**config.mk**
```make
export PLATFORM = sky130hd
export DESIGN_NAME = dvm_divmod_unit
export DESIGN_NICKNAME = d
export VERILOG_FILES = /design/src/rtl/dvm_pkg.sv /design/src/rtl/dvm_operand_prep.sv /design/src/rtl/dvm_shift_core.sv /design/src/rtl/dvm_result_fix.sv /design/src/rtl/dvm_divmod_unit.sv
export SDC_FILE = /design/constraint.sdc
export NUM_CORES = 1
export LEC_CHECK = 0
export BUFFER_PORTS_ARGS = -buffer_cell sky130_fd_sc_hd__buf_2
export CAP_MARGIN = 40
export CORE_UTILIZATION = 40
export CTS_CLUSTER_DIAMETER = 80
export DETAILED_ROUTE_END_ITERATION = 10
export GPL_ROUTABILITY_DRIVEN = 0
export GPL_TIMING_DRIVEN = 0
export SYNTH_ARGS = -nofsm -noshare
export SYNTH_HDL_FRONTEND = slang
export SYNTH_HIERARCHICAL = 1
export SYNTH_SLANG_ARGS = --single-unit
```
**constraint.sdc**
```tcl
create_clock -name clk -period 5.1 [get_ports clk]
set_input_delay 0 -clock clk [delete_from_list [all_inputs] [get_ports clk]]
set_output_delay 0 -clock clk [all_outputs]
set_load 0.01 [all_outputs]
```
**src/rtl/dvm_pkg.sv**
```systemverilog
package dvm_pkg;
  localparam logic [3:0]  OPC_QUOT   = 4'h3;
  localparam logic [3:0]  OPC_REM    = 4'h9;
  localparam logic [2:0]  CLS_WIDE   = 3'h7;
  localparam logic [2:0]  CLS_HALF   = 3'h4;
  localparam logic [15:0] OFS_SIGNED = 16'd1;

  typedef struct packed {
    logic half;      // 32-bit class
    logic want_rem;  // remainder rather than quotient
    logic neg_quo;   // quotient must be negated
    logic neg_rem;   // remainder must be negated
    logic zero_div;  // divisor is zero in the active width
  } job_ctl_t;
endpackage

```
**src/rtl/dvm_operand_prep.sv**
```systemverilog
module dvm_operand_prep
  import dvm_pkg::*;
#(
  parameter int DATA_W = 64
) (
  input  logic [7:0]          opcode,
  input  logic [15:0]         offset,
  input  logic [DATA_W/2-1:0] imm,
  input  logic [DATA_W-1:0]   dst_val,
  input  logic [DATA_W-1:0]   src_val,
  output job_ctl_t            ctl,
  output logic [DATA_W-1:0]   dividend_pos,
  output logic [DATA_W-1:0]   divisor_mag,
  output logic [DATA_W-1:0]   dividend_raw
);
  localparam int HALF_W = DATA_W / 2;
  localparam logic [DATA_W-1:0] ONE = {{(DATA_W-1){1'b0}}, 1'b1};

  logic              half, signed_mode, a_neg, b_neg;
  logic [DATA_W-1:0] imm_ext, src_full, a_w, b_w, a_mag, b_mag;

  always_comb begin
    half        = (opcode[2:0] != CLS_WIDE);
    signed_mode = (offset == OFS_SIGNED);
    imm_ext     = {{HALF_W{imm[HALF_W-1]}}, imm};
    src_full    = opcode[3] ? src_val : imm_ext;
    if (half) begin
      a_w   = {{HALF_W{1'b0}}, dst_val[HALF_W-1:0]};
      b_w   = {{HALF_W{1'b0}}, src_full[HALF_W-1:0]};
      a_neg = signed_mode & a_w[HALF_W-1];
      b_neg = signed_mode & b_w[HALF_W-1];
    end else begin
      a_w   = dst_val;
      b_w   = src_full;
      a_neg = signed_mode & a_w[DATA_W-1];
      b_neg = signed_mode & b_w[DATA_W-1];
    end
    a_mag = a_neg ? (~a_w + ONE) : a_w;
    b_mag = b_neg ? (~b_w + ONE) : b_w;
    if (half) begin
      a_mag[DATA_W-1:HALF_W] = '0;
      b_mag[DATA_W-1:HALF_W] = '0;
    end
    // 32-bit dividends sit in the upper half so HALF_W steps consume them
    dividend_pos = half ? {a_mag[HALF_W-1:0], {HALF_W{1'b0}}} : a_mag;
    divisor_mag  = b_mag;
    dividend_raw = a_w;
    ctl.half     = half;
    ctl.want_rem = (opcode[7:4] == OPC_REM);
    ctl.neg_quo  = a_neg ^ b_neg;
    ctl.neg_rem  = a_neg;
    ctl.zero_div = (b_w == '0);
  end
endmodule

```
**src/rtl/dvm_shift_core.sv**
```systemverilog
module dvm_shift_core #(
  parameter int DATA_W = 64
) (
  input  logic              clk,
  input  logic              rst_n,
  input  logic              load,
  input  logic              step,
  input  logic [DATA_W-1:0] dividend,
  input  logic [DATA_W-1:0] divisor,
  output logic [DATA_W-1:0] quo,
  output logic [DATA_W-1:0] rem
);
  logic [DATA_W-1:0] dvs_q;
  logic [DATA_W:0]   partial, trial;
  logic              fits;

  always_comb begin
    partial = {rem, quo[DATA_W-1]};
    fits    = (partial >= {1'b0, dvs_q});
    trial   = partial - {1'b0, dvs_q};
  end

  always_ff @(posedge clk) begin
    if (!rst_n) begin
      quo   <= '0;
      rem   <= '0;
      dvs_q <= '0;
    end else if (load) begin
      quo   <= dividend;
      rem   <= '0;
      dvs_q <= divisor;
    end else if (step) begin
      rem <= fits ? trial[DATA_W-1:0] : partial[DATA_W-1:0];
      quo <= {quo[DATA_W-2:0], fits};
    end
  end
endmodule

```
**src/rtl/dvm_result_fix.sv**
```systemverilog
module dvm_result_fix
  import dvm_pkg::*;
#(
  parameter int DATA_W = 64
) (
  input  job_ctl_t          ctl,
  input  logic [DATA_W-1:0] quo,
  input  logic [DATA_W-1:0] rem,
  input  logic [DATA_W-1:0] dividend_raw,
  output logic [DATA_W-1:0] result
);
  localparam int HALF_W = DATA_W / 2;
  localparam logic [DATA_W-1:0] ONE = {{(DATA_W-1){1'b0}}, 1'b1};

  logic [DATA_W-1:0] pick, signed_val;
  logic              flip;

  always_comb begin
    pick       = ctl.want_rem ? rem : quo;
    flip       = ctl.want_rem ? ctl.neg_rem : ctl.neg_quo;
    signed_val = flip ? (~pick + ONE) : pick;
    if (ctl.half) signed_val[DATA_W-1:HALF_W] = '0;
    if (ctl.zero_div) result = ctl.want_rem ? dividend_raw : '0;
    else              result = signed_val;
  end
endmodule

```
**src/rtl/dvm_divmod_unit.sv**
```systemverilog
module dvm_divmod_unit
  import dvm_pkg::*;
#(
  parameter int DATA_W = 64
) (
  input  logic                clk,
  input  logic                rst_n,
  input  logic                in_valid,
  output logic                in_ready,
  input  logic [7:0]          in_opcode,
  input  logic [15:0]         in_offset,
  input  logic [DATA_W/2-1:0] in_imm,
  input  logic [DATA_W-1:0]   in_dst,
  input  logic [DATA_W-1:0]   in_src,
  output logic                out_valid,
  output logic [DATA_W-1:0]   out_data
);
  localparam int HALF_W = DATA_W / 2;
  localparam int CNT_W  = $clog2(DATA_W + 1);
  localparam logic [CNT_W-1:0] ITER_FULL = CNT_W'(DATA_W);
  localparam logic [CNT_W-1:0] ITER_HALF = CNT_W'(HALF_W);

  job_ctl_t          ctl_new, ctl_q;
  logic [DATA_W-1:0] dvd_pos, dvs_mag, raw_new, raw_q, quo, rem, fixed;
  logic              busy, accept, step, finish;
  logic [CNT_W-1:0]  cnt;

  dvm_operand_prep #(.DATA_W(DATA_W)) u_prep (
    .opcode(in_opcode), .offset(in_offset), .imm(in_imm),
    .dst_val(in_dst), .src_val(in_src),
    .ctl(ctl_new), .dividend_pos(dvd_pos), .divisor_mag(dvs_mag),
    .dividend_raw(raw_new)
  );

  dvm_shift_core #(.DATA_W(DATA_W)) u_core (
    .clk(clk), .rst_n(rst_n), .load(accept), .step(step),
    .dividend(dvd_pos), .divisor(dvs_mag), .quo(quo), .rem(rem)
  );

  dvm_result_fix #(.DATA_W(DATA_W)) u_fix (
    .ctl(ctl_q), .quo(quo), .rem(rem), .dividend_raw(raw_q), .result(fixed)
  );

  assign in_ready = ~busy;
  assign accept   = in_valid & ~busy;
  assign step     = busy & (cnt != '0);
  assign finish   = busy & (cnt == '0);

  always_ff @(posedge clk) begin
    if (!rst_n) begin
      busy      <= 1'b0;
      cnt       <= '0;
      ctl_q     <= '0;
      raw_q     <= '0;
      out_valid <= 1'b0;
      out_data  <= '0;
    end else begin
      out_valid <= 1'b0;
      if (accept) begin
        busy  <= 1'b1;
        cnt   <= ctl_new.half ? ITER_HALF : ITER_FULL;
        ctl_q <= ctl_new;
        raw_q <= raw_new;
      end else if (step) begin
        cnt <= cnt - 1'b1;
      end else if (finish) begin
        busy      <= 1'b0;
        out_valid <= 1'b1;
        out_data  <= fixed;
      end
    end
  end
endmodule

```
==> run_results.csv <==
group,metric,value,unit
outcome,status,"finished, violations left",
outcome,violations,"negative setup slack",
sta,holdWs,0.02678,ns
clocking,clock-sinks,334,
logic_synthesis,synthFlopType,"dfxtp_1",
placement,port_buffers,251,
floorplanning,start_util,0.4041,
detailed_routing,vias,29190,
logic_synthesis,synthArstFlopShare,0,
critical_path,critical_path_arrival,5.67,ns
critical_path,path_buf_inv,6,
critical_path,cpPeakStageDelay,0.53,ns
sta,setup_violations,4,
logic_synthesis,syn_area,27090,um2
detailed_routing,wire_per_inst,23.33,um
sta,fin_skew,0.02771,ns
global_routing,grt_use_total,0.3222,
sta,slew_headroom,0.3552,
clocking,clkTransAtPathRegs,0.06,ns
run,drv_cap,0,
critical_path,r2r_slack,-0.06,ns
floorplanning,ioPinCount,253,
critical_path,cp_max_fo,19,
clocking,cts_tree,"done",
critical_path,cp_data_required_time,5.60,ns
sta,drv_slew,0,
placement,pre_cts_ws,-1.057,ns
logic_synthesis,synth_area_leaders,"dfxtp_1 25%, mux2i_1 11%, nand2_1 7.4%",
sta,fmax,193.8,MHz
pwr,power.density,338.6,nW/um2
placement,hpwl,91270,um
floorplanning,fp.coreArea,67040,um2
cells_and_area,fin_nets,4287,
clocking,cts-root-buf,"clkbuf_16",
sta,min_period,5.161,ns
detailed_routing,drc,0,
logic_synthesis,synth_edf_count,0,
worst_hold_path,hold_class,"in2reg",
clocking,htree_levels,2,
logic_synthesis,synth-seq-cells,334,
critical_path,critical-path-top-delay-family,"buffers and inverters",
global_routing,grt_max_degree,20,
logic_synthesis,synth_area_leader_cell,"dfxtp_1",
sta,finalHoldViolCount,0,
logic_synthesis,yosys.area.top_type_share,0.2468,
sta,tightestPinTransition,0.9672,ns
sta,rsz0062_at_grt,"false",
floorplanning,die_width,262.3,um
detailed_routing,routed_wl,115200,um
logic_synthesis,synth.avg_cell_area,7.482,um2
sta,setup_ws,-0.06089,ns
floorplanning,rows,95,
logic_synthesis,synthCells,3621,
sta,fin_crit_sh,1.012,
cells_and_area,drive_above_1_share,0.1265,
clocking,cts_buffers,41,
logic_synthesis,synth_cell_type_count,108,
detailed_routing,drtPass1Iterations,9,
global_routing,grt_overflow_total,0,
clocking,clk_latency,0.59,ns
logic_synthesis,seq_area_frac_synth,0.2468,
detailed_routing,postRouteAntennaNets,0,
critical_path,crit_type,"reg2reg",
critical_path,critical-path-slowest-cell,"dfxtp_1",
cells_and_area,syn2layout_area_growth,18.40,%
global_routing,grt_pass1_vias,27500,
pwr,p_leak,0.01236,uW
floorplanning,die_area,68780,um2
clocking,cts_buffer_depth,3,
logic_synthesis,yosysWarningCount,6,
global_routing,antenna_found_initial,4,
critical_path,critPathLaunchType,"register",
detailed_routing,drt_iter0_markers,3740,
floorplanning,die_h,262.3,um
critical_path,end_kind,"register",
logic_synthesis,syn_nets,3877,
critical_path,path_cells,"buf_6 -> buf_2 -> buf_2 -> clkbuf_4 -> clkbuf_4 -> buf_4 -> mux2i_2 -> ha_1 -> and4b_1 -> o211ai_1 -> nor3_1 -> nand4b_1 -> o211ai_1 -> nand2_1 -> mux2i_1",
detailed_routing,vias_per_cell,5.913,
global_routing,grt_first_pass_wirelength,169900,um
pwr,ir_drop,0.1991,mV
power breakdown:
part           switching (uW)  internal (uW)
sequential                207           2750
combinational            3050           1770
clock                    1260           1830
total                    4510           6350
registers in the layout, indices dropped and copies added (netlist names):
register / flops
out_data: 64
raw_q: 64
u_core/dvs_q: 64
u_core/quo: 64
u_core/rem: 64
cnt: 7
ctl_q: 5
busy: 1
out_valid: 1
final timing paths:
check        cells after the start                 startpoint                            end
max                             15      ctl_q[3]$_SDFFE_PN0P_      out_data[62]$_SDFFE_PN0P_
min                              5                 in_src[26]  u_core/dvs_q[26]$_SDFFE_PN0P_
max reg2reg                     15      ctl_q[3]$_SDFFE_PN0P_      out_data[62]$_SDFFE_PN0P_
min reg2reg                      2  out_data[47]$_SDFFE_PN0P_      out_data[47]$_SDFFE_PN0P_
synth_stat cells, types with 12 or more instances:
master / number
nand2_1: 531
dfxtp_1: 334
mux2i_1: 310
nor2_1: 278
a21oi_1: 245
o21ai_0: 245
clkbuf_1: 156
xnor2_1: 118
and2_1: 111
inv_1: 106
nor3_1: 100
xor2_1: 94
nor2b_1: 86
a21boi_0: 74
ha_1: 68
buf_4: 43
a211oi_1: 40
a21o_1: 40
buf_2: 40
nand4_1: 39
or3_1: 33
nand3_1: 31
nand2b_1: 30
nor4_1: 30
nor3b_1: 26
o31ai_1: 26
buf_1: 24
o21bai_1: 23
a31oi_1: 20
and3_1: 18
o211ai_1: 18
o41ai_1: 17
o21ai_1: 15
mux2_2: 12
nor4b_1: 12
or2_2: 12
or3b_2: 12
layout make-up:
| cell class | count | area [um2] |
|---|---|---|
| Inverter | 108 | 405.4 |
| Multi-Input combinational cell | 2901 | 18640 |
| Antenna cell | 1 | 2.502 |
| Clock inverter | 19 | 229.0 |
| Buffer | 276 | 1414 |
| Tap cell | 873 | 1092 |
| Fill cell | 6869 | 34960 |
| Sequential cell | 334 | 6686 |
| Timing Repair Buffer | 369 | 2432 |
| Clock buffer | 56 | 1174 |
per-stage QoR:
step	cells	total power (uW)	TNS, ns	util	instance area [um2]
floorplan	3621	6178	0	-	27090
global placement	4745	7562	-23.90	0.4392	29440
detailed placement	4750	7573	-26.45	0.4401	29500
CTS	4934	10740	0	0.4779	32040
global route	4936	11350	0	0.4784	32070
finish	4937	10860	-0.1148	0.4785	32080
cell usage in the layout (no fill, tap or decap), types with 15 or more instances in the layout:
cell,n
a21boi_0,74
buf_2,289
o21bai_1,23
a31oi_1,20
a211oi_1,40
ha_1,68
mux2i_1,309
inv_1,106
o211ai_1,18
nand2_1,531
nor2b_1,86
and2_1,111
clkbuf_1,161
a21oi_1,245
o41ai_1,15
and3_1,18
o31ai_1,25
or3_1,33
nand2b_1,30
nor3_1,100
nor2_1,278
nand4_1,39
o21ai_0,244
dlygate4sd3_1,108
nor4_1,30
buf_4,48
nand3_1,31
xor2_1,93
a21o_1,40
o21ai_1,16
clkbuf_16,42
buf_1,22
nor3b_1,26
xnor2_1,118
dfxtp_1,334
cells by family (layout without fill, tap and decap cells):
family	Yosys count	count (layout)	synth area share
fa+ha+maj	69	69	0.03214
simple gates	1419	1419	0.2601
flops	334	334	0.2468
buf+inv	386	828	0.06706
compound gates	877	877	0.2049
xor+xnor	212	212	0.06854
mux	324	324	0.1205
other cells	0	1	0
timing repair:
action,4_1_cts,5_1_grt
endpoints found under the setup margin,37,12
endpoints found under the hold margin,92,0
buffers inserted,3,0
resized for setup,9,5
pin swaps,2,1
hold buffers,108,0
per-layer routing:
layer	up-vias	global-route usage	part of all wire
met5	-	0	0.000087
met4	2	0.2016	0.070
met3	351	0.05388	0.095
met2	1676	0.5098	0.44
met1	13620	0.4078	0.40
li1	13540	-	-
tightest hold or removal path: stages:
cell and delay [ns]:
buf_2 0.10, mux2i_1 0.09, xnor2_1 0.16, mux2i_1 0.14, nor2b_1 0.06
Power figures use the tool's default switching activity.
